$ cat src/rtl/dma_page_pkg.sv
package dma_page_pkg;
    localparam int NCH   = 4;
    localparam int CH_W  = $clog2(NCH);
    localparam int OFF_W = 3;
    localparam int BYTE_W = 8;

    typedef struct packed {
        logic            ok;
        logic [CH_W-1:0] ch;
    } chan_sel_t;

    // Offset to channel map: 1->2, 2->3, 3->1, 7->0, others invalid
    function automatic chan_sel_t chan_of(input logic [OFF_W-1:0] off);
        chan_sel_t r;
        r = '0;
        unique case (off)
            3'd1: r = '{ok: 1'b1, ch: 2'd2};
            3'd2: r = '{ok: 1'b1, ch: 2'd3};
            3'd3: r = '{ok: 1'b1, ch: 2'd1};
            3'd7: r = '{ok: 1'b1, ch: 2'd0};
            default: r = '0;
        endcase
        return r;
    endfunction
endpackage

$ cat src/rtl/dma_page_decode.sv
module dma_page_decode
    import dma_page_pkg::*;
#(
    parameter int          PORT_W    = 16,
    parameter logic [15:0] PAGE_BASE = 16'h0080,
    parameter logic [15:0] HIGH_BASE = 16'h0480,
    parameter bit          HIGH_EN   = 1'b1
) (
    input  logic [PORT_W-1:0] io_addr,
    input  logic              io_wr,
    input  logic              io_rd,
    output logic              lo_we,
    output logic              hi_we,
    output logic              lo_re,
    output logic              hi_re,
    output logic [CH_W-1:0]   ch
);
    localparam int TAG_W = PORT_W - OFF_W;

    logic      in_lo;
    logic      in_hi;
    chan_sel_t sel;

    always_comb begin
        sel   = chan_of(io_addr[OFF_W-1:0]);
        in_lo = (io_addr[PORT_W-1:OFF_W] == PAGE_BASE[PORT_W-1:OFF_W]) && sel.ok;
        in_hi = HIGH_EN && (io_addr[PORT_W-1:OFF_W] == HIGH_BASE[PORT_W-1:OFF_W]) && sel.ok;
        lo_we = io_wr && in_lo;
        hi_we = io_wr && in_hi;
        lo_re = io_rd && in_lo;
        hi_re = io_rd && in_hi;
        ch    = sel.ch;
    end

    logic [TAG_W-1:0] unused_tag;
    assign unused_tag = '0;
endmodule

$ cat src/rtl/dma_page_regs.sv
module dma_page_regs
    import dma_page_pkg::*;
(
    input  logic                        clk,
    input  logic                        rst_n,
    input  logic                        we,
    input  logic [CH_W-1:0]             ch,
    input  logic [BYTE_W-1:0]           wdata,
    output logic [NCH-1:0][BYTE_W-1:0]  q
);
    for (genvar i = 0; i < NCH; i++) begin : g_ch
        always_ff @(posedge clk or negedge rst_n) begin
            if (!rst_n)
                q[i] <= '0;
            else if (we && ch == CH_W'(i))
                q[i] <= wdata;
        end


        page_write_chk: assert property (@(posedge clk) disable iff (!rst_n)
            (we && ch == CH_W'(i)) |=> q[i] == $past(wdata));


        page_hold_chk: assert property (@(posedge clk) disable iff (!rst_n)
            !(we && ch == CH_W'(i)) |=> $stable(q[i]));
    end
endmodule

$ cat src/rtl/dma_page_compose.sv
module dma_page_compose
    import dma_page_pkg::*;
#(
    parameter int ADDR_W  = 16,
    parameter int HI_KEEP = 7,
    localparam int PHYS_W = 1 + HI_KEEP + BYTE_W + ADDR_W
) (
    input  logic [BYTE_W-1:0] hi_byte,
    input  logic [BYTE_W-1:0] page_byte,
    input  logic [ADDR_W-1:0] cur_addr,
    output logic [PHYS_W-1:0] phys
);
    logic hi_top_unused;

    always_comb begin
        phys          = {1'b0, hi_byte[HI_KEEP-1:0], page_byte, cur_addr};
        hi_top_unused = hi_byte[BYTE_W-1];
    end
endmodule

$ cat src/rtl/dma_page_bank.sv
module dma_page_bank
    import dma_page_pkg::*;
#(
    parameter logic [15:0] PAGE_BASE = 16'h0080,
    parameter logic [15:0] HIGH_BASE = 16'h0480,
    parameter bit          HIGH_EN   = 1'b1
) (
    input  logic        clk,
    input  logic        rst_n,
    input  logic [15:0] io_addr,
    input  logic        io_wr,
    input  logic        io_rd,
    input  logic [7:0]  io_wdata,
    output logic [7:0]  io_rdata,
    input  logic [1:0]  sel_chan,
    input  logic [15:0] cur_addr,
    output logic [31:0] phys_addr
);
    logic                       lo_we, hi_we, lo_re, hi_re;
    logic [CH_W-1:0]            ch;
    logic [NCH-1:0][BYTE_W-1:0] lo_q;
    logic [NCH-1:0][BYTE_W-1:0] hi_q;
    logic [BYTE_W-1:0]          rd_mux;

    dma_page_decode #(
        .PORT_W(16), .PAGE_BASE(PAGE_BASE), .HIGH_BASE(HIGH_BASE), .HIGH_EN(HIGH_EN)
    ) u_dec (
        .io_addr(io_addr), .io_wr(io_wr), .io_rd(io_rd),
        .lo_we(lo_we), .hi_we(hi_we), .lo_re(lo_re), .hi_re(hi_re), .ch(ch)
    );

    dma_page_regs u_lo (
        .clk(clk), .rst_n(rst_n), .we(lo_we), .ch(ch), .wdata(io_wdata), .q(lo_q)
    );

    if (HIGH_EN) begin : g_hi
        dma_page_regs u_hi (
            .clk(clk), .rst_n(rst_n), .we(hi_we), .ch(ch), .wdata(io_wdata), .q(hi_q)
        );
    end else begin : g_no_hi
        assign hi_q = '0;
    end

    always_comb begin
        if (lo_re)
            rd_mux = lo_q[ch];
        else if (hi_re)
            rd_mux = hi_q[ch];
        else
            rd_mux = '0;
    end

    always_ff @(posedge clk or negedge rst_n) begin
        if (!rst_n)
            io_rdata <= '0;
        else if (io_rd)
            io_rdata <= rd_mux;
    end

    dma_page_compose #(.ADDR_W(16), .HI_KEEP(7)) u_cmp (
        .hi_byte(hi_q[sel_chan]), .page_byte(lo_q[sel_chan]),
        .cur_addr(cur_addr), .phys(phys_addr)
    );


    rd_miss_zero_chk: assert property (@(posedge clk) disable iff (!rst_n)
        (io_rd && !lo_re && !hi_re) |=> io_rdata == '0);


    rd_hold_chk: assert property (@(posedge clk) disable iff (!rst_n)
        !io_rd |=> $stable(io_rdata));
endmodule

$ cat config.mk
export PLATFORM = sky130hd
export DESIGN_NAME = dma_page_bank
export DESIGN_NICKNAME = d
export VERILOG_FILES = /design/src/rtl/dma_page_pkg.sv /design/src/rtl/dma_page_decode.sv /design/src/rtl/dma_page_regs.sv /design/src/rtl/dma_page_compose.sv /design/src/rtl/dma_page_bank.sv
export SDC_FILE = /design/constraint.sdc
export NUM_CORES = 1
export LEC_CHECK = 0
export BUFFER_PORTS_ARGS = -buffer_cell sky130_fd_sc_hd__buf_2
export CAP_MARGIN = 20
export CORE_AREA = 2 2 87 123
export DETAILED_ROUTE_END_ITERATION = 10
export DIE_AREA = 0 0 89 125
export GPL_ROUTABILITY_DRIVEN = 0
export PLACE_DENSITY = 0.71
export SLEW_MARGIN = 20
export SYNTH_ARGS = -nofsm -noshare
export SYNTH_HDL_FRONTEND = slang
export SYNTH_SLANG_ARGS = --single-unit
$ cat constraint.sdc
create_clock -name clk -period 5.77 [get_ports clk]
set_input_delay 1.154 -clock clk [delete_from_list [all_inputs] [get_ports clk]]
set_output_delay 1.154 -clock clk [all_outputs]
set_load 0.01 [all_outputs]
==> results_dict.tcl <==
set metrics [dict create \
    fin_area_um2 4500 \
    synth.top_cell.area_share 0.458 \
    drt_iter0_drc 151 \
    clockBufferDepth 2 \
    placed_area_um2 4180 \
    hold_ws_ns 0.512 \
    relSlewSlack 0.390 \
    antenna_found_initial 0 \
    worst_pin_slew_ns 0.915 \
    ant_nets 0 \
    grt-ovfl-total 0 \
    setup_tns_ns 0 \
    routed.top_layer "met4" \
    critPathKind "in2out" \
    drive_above_1_share 0.530 \
    wl_met3_um 665 \
    yosys.area_share.adder 0 \
    ir_worst_vdd_mv 0.120 \
    power_mw 1.18 \
    cts_buffers 9 \
    syn_inst 280 \
    p_per_area_nw_per_um2 263 \
    fmax_mhz 281 \
    cp.arrival_ns 2.41 \
    nets 360 \
    setup_viol 0 \
    num_vias 2691 \
    fp.dieH_um 125 \
    switching_share 0.220 \
    post-synth-top-area-cell "dfrtp_1" \
    path_delay_family "buffers and inverters" \
    status "completed" \
    end_kind "output port" \
    crit_fanout 15 \
    cts.repair.resized 0 \
    cts_sinks 72 \
    drv_slew 0 \
    die_x_um 89 \
    holdBufCountCts 0 \
    tritoncts "built" \
    crit_buf_inv 2 \
    met1_length_mm 3.79 \
    intPower_uw 921 \
    dpl.hpwl_mm 6.74 \
    row_count 44 \
    pin_count 86 \
    ys_async_sr_fraction 1.00 \
    syn_avg_cell_area_um2 14.0 \
    fin_crit_ns 3.56 \
    avgViaCountPerCell 5.89 \
    leakagePower_nw 2.16 \
    cts_setup_buffers 0 \
    slowest_delay_ns 0.61 \
    yosysMostFrequentCell "dfrtp_1" \
    synth_commonest_cells "dfrtp_1 (72), mux2_2 (68), buf_4 (17)" \
    synth_warnings 0 \
    hp-class "reg2reg" \
    die_area_um2 11100 \
    portBuffers 52 \
    syn_area_um2 3930 \
    start_kind "primary input" \
    clkTransAtPathRegs_ns 0.05 \
    route.detailed.drc 0 \
    post_drt_wl_per_cell_um 21.9 \
    grt_pass1_wl_mm 15.7 \
    grt.total_usage 0.192 \
    pwr-share-seq 0.431 \
    cp_slowest_cell "mux4_2" \
    initial_core_util 0.388 \
    ys_types 39 \
    ys_ff_latch 72 \
    cp_cell_sequence "buf_2 > mux4_2 > buf_2" \
    grt_max_degree 73 \
    drv_cap 0 \
    switching_power_uw 261 \
    synthMuxAreaShare 0.321 \
    synth_edf_count 0 \
    wl_mm 10.0 \
    p_clk_frac 0.503 \
    areaGrowthSynthToFinish_pct 14.3 \
    dr.pass1.iters 4 \
    synth-xor-area-share 0 \
    yosys-top-cells-area "dfrtp_1 (46%), mux2_2 (19%), mux4_2 (8.6%)" \
    dr_wl_met2_mm 4.99 \
    clockRootBuffer "clkbuf_16" \
    synth_compound_gate_area_share 0.0808 \
    core-area_um2 10100 \
    diodes 0 \
    clock_skew_ns 0.00671 \
    path_common_cell "buf_2" \
    yosys.area_share.simple 0.0843 \
    finalHoldViolations 0 \
    p_comb_frac 0.066 \
    crit_required_ns 4.62 \
    clkLatencyLatePin_ns 0.33 \
    min_period_over_period 0.617 \
    synth_ff_type "dfrtp_1" \
    ys_seq_area_frac 0.458 \
    syn-num-nets 326 \
    synth_top_family_by_area "multiplexers" \
    cts_max_level 3 \
    rsz0062_at_grt "false" \
    grt_pass1_vias 2837 \
]
[placed cells by master (no fill, tap or decap), drive strengths merged, types with 2 or more instances in the layout]
| master | n |
|---|---|
| dfrtp | 72 |
| a21oi | 3 |
| a211oi | 7 |
| o22ai | 3 |
| inv | 2 |
| buf | 55 |
| a22o | 5 |
| a221oi | 7 |
| mux2i | 4 |
| clkbuf | 13 |
| or4 | 2 |
| nand2 | 6 |
| o32ai | 6 |
| mux2 | 76 |
| nand2b | 3 |
| nor4 | 6 |
| bufinv | 2 |
| mux4 | 15 |
| nor3b | 7 |
| nor4b | 3 |
| o2bb2ai | 2 |
| nor2 | 9 |
[power by group through the flow]
stage | clock network, mW | registers (mW) | logic (mW)
6_report | 0.594 | 0.510 | 0.0775
2_1_floorplan | 0 | 0.520 | 0.0473
4_1_cts | 0.605 | 0.510 | 0.0784
3_5_place_dp | 0 | 0.519 | 0.0780
5_1_grt | 0.624 | 0.510 | 0.0845
3_3_place_gp | 0 | 0.519 | 0.0771
[final timing paths]
kind / start / endpoint / slack (ns) / cells past startpoint
min in group asynchronous: rst_n / g_hi.u_hi.q[8]$_DFFE_PN0P_ / 1.04 / 2
worst min-delay path: g_hi.u_hi.q[23]$_DFFE_PN0P_ / g_hi.u_hi.q[23]$_DFFE_PN0P_ / 0.51 / 1
worst min register to register: g_hi.u_hi.q[23]$_DFFE_PN0P_ / g_hi.u_hi.q[23]$_DFFE_PN0P_ / 0.51 / 1
worst max register to register: u_lo.q[9]$_DFFE_PN0P_ / io_rdata[1]$_DFFE_PN0P_ / 4.29 / 4
max in group asynchronous: rst_n / u_lo.q[0]$_DFFE_PN0P_ / 4.13 / 2
worst max-delay path: sel_chan[0] / phys_addr[18] / 2.21 / 3
[sequential cells by signal, indices dropped and copies added, names as in the netlist]
| register | flops |
|---|---|
| u_lo.q | 32 |
| g_hi.u_hi.q | 32 |
| io_rdata | 8 |
[kinds of logic (layout without fill, tap and decap cells)]
kind of cell | Yosys count | count (layout)
AOI/OAI and AO/OA | 40 | 40
buffers and inverters | 34 | 73
DFF | 72 | 72
muxes | 95 | 95
other | 1 | 1
and+or+nand+nor | 38 | 38
[worst reg2reg max path, stage by stage, from the launching register on]
cell      delay [ns]
dfrtp_1         0.40
mux2_2          0.27
a22o_1          0.18
a211oi_1        0.38
o32ai_1         0.12
[per-layer routing]
| metal | vias to the layer above | track usage |
|---|---|---|
| li1 | 1143 | - |
| met1 | 1377 | 0.227 |
| met2 | 124 | 0.302 |
| met3 | 47 | 0.0521 |
| met4 | 0 | 0.121 |
| met5 | - | 0 |
[through the flow]
step | setup slack (ns) | util | std cells
floorplan | 2.03 | - | 280
global placement | 2.15 | 0.413 | 441
detailed placement | 2.12 | 0.413 | 441
CTS | 2.19 | 0.444 | 457
global route | 2.12 | 0.444 | 457
finish | 2.21 | 0.444 | 457
[area by class of cell]
| class | instances | area [um2] |
|---|---|---|
| Tap cell | 138 | 173 |
| Fill cell | 946 | 5630 |
| Clock buffer | 13 | 250 |
| Sequential cell | 72 | 1800 |
| Clock inverter | 3 | 65.1 |
| Multi-Input combinational cell | 174 | 1920 |
| Timing Repair Buffer | 55 | 283 |
| Inverter | 2 | 7.51 |
Power figures use the tool's default switching activity.
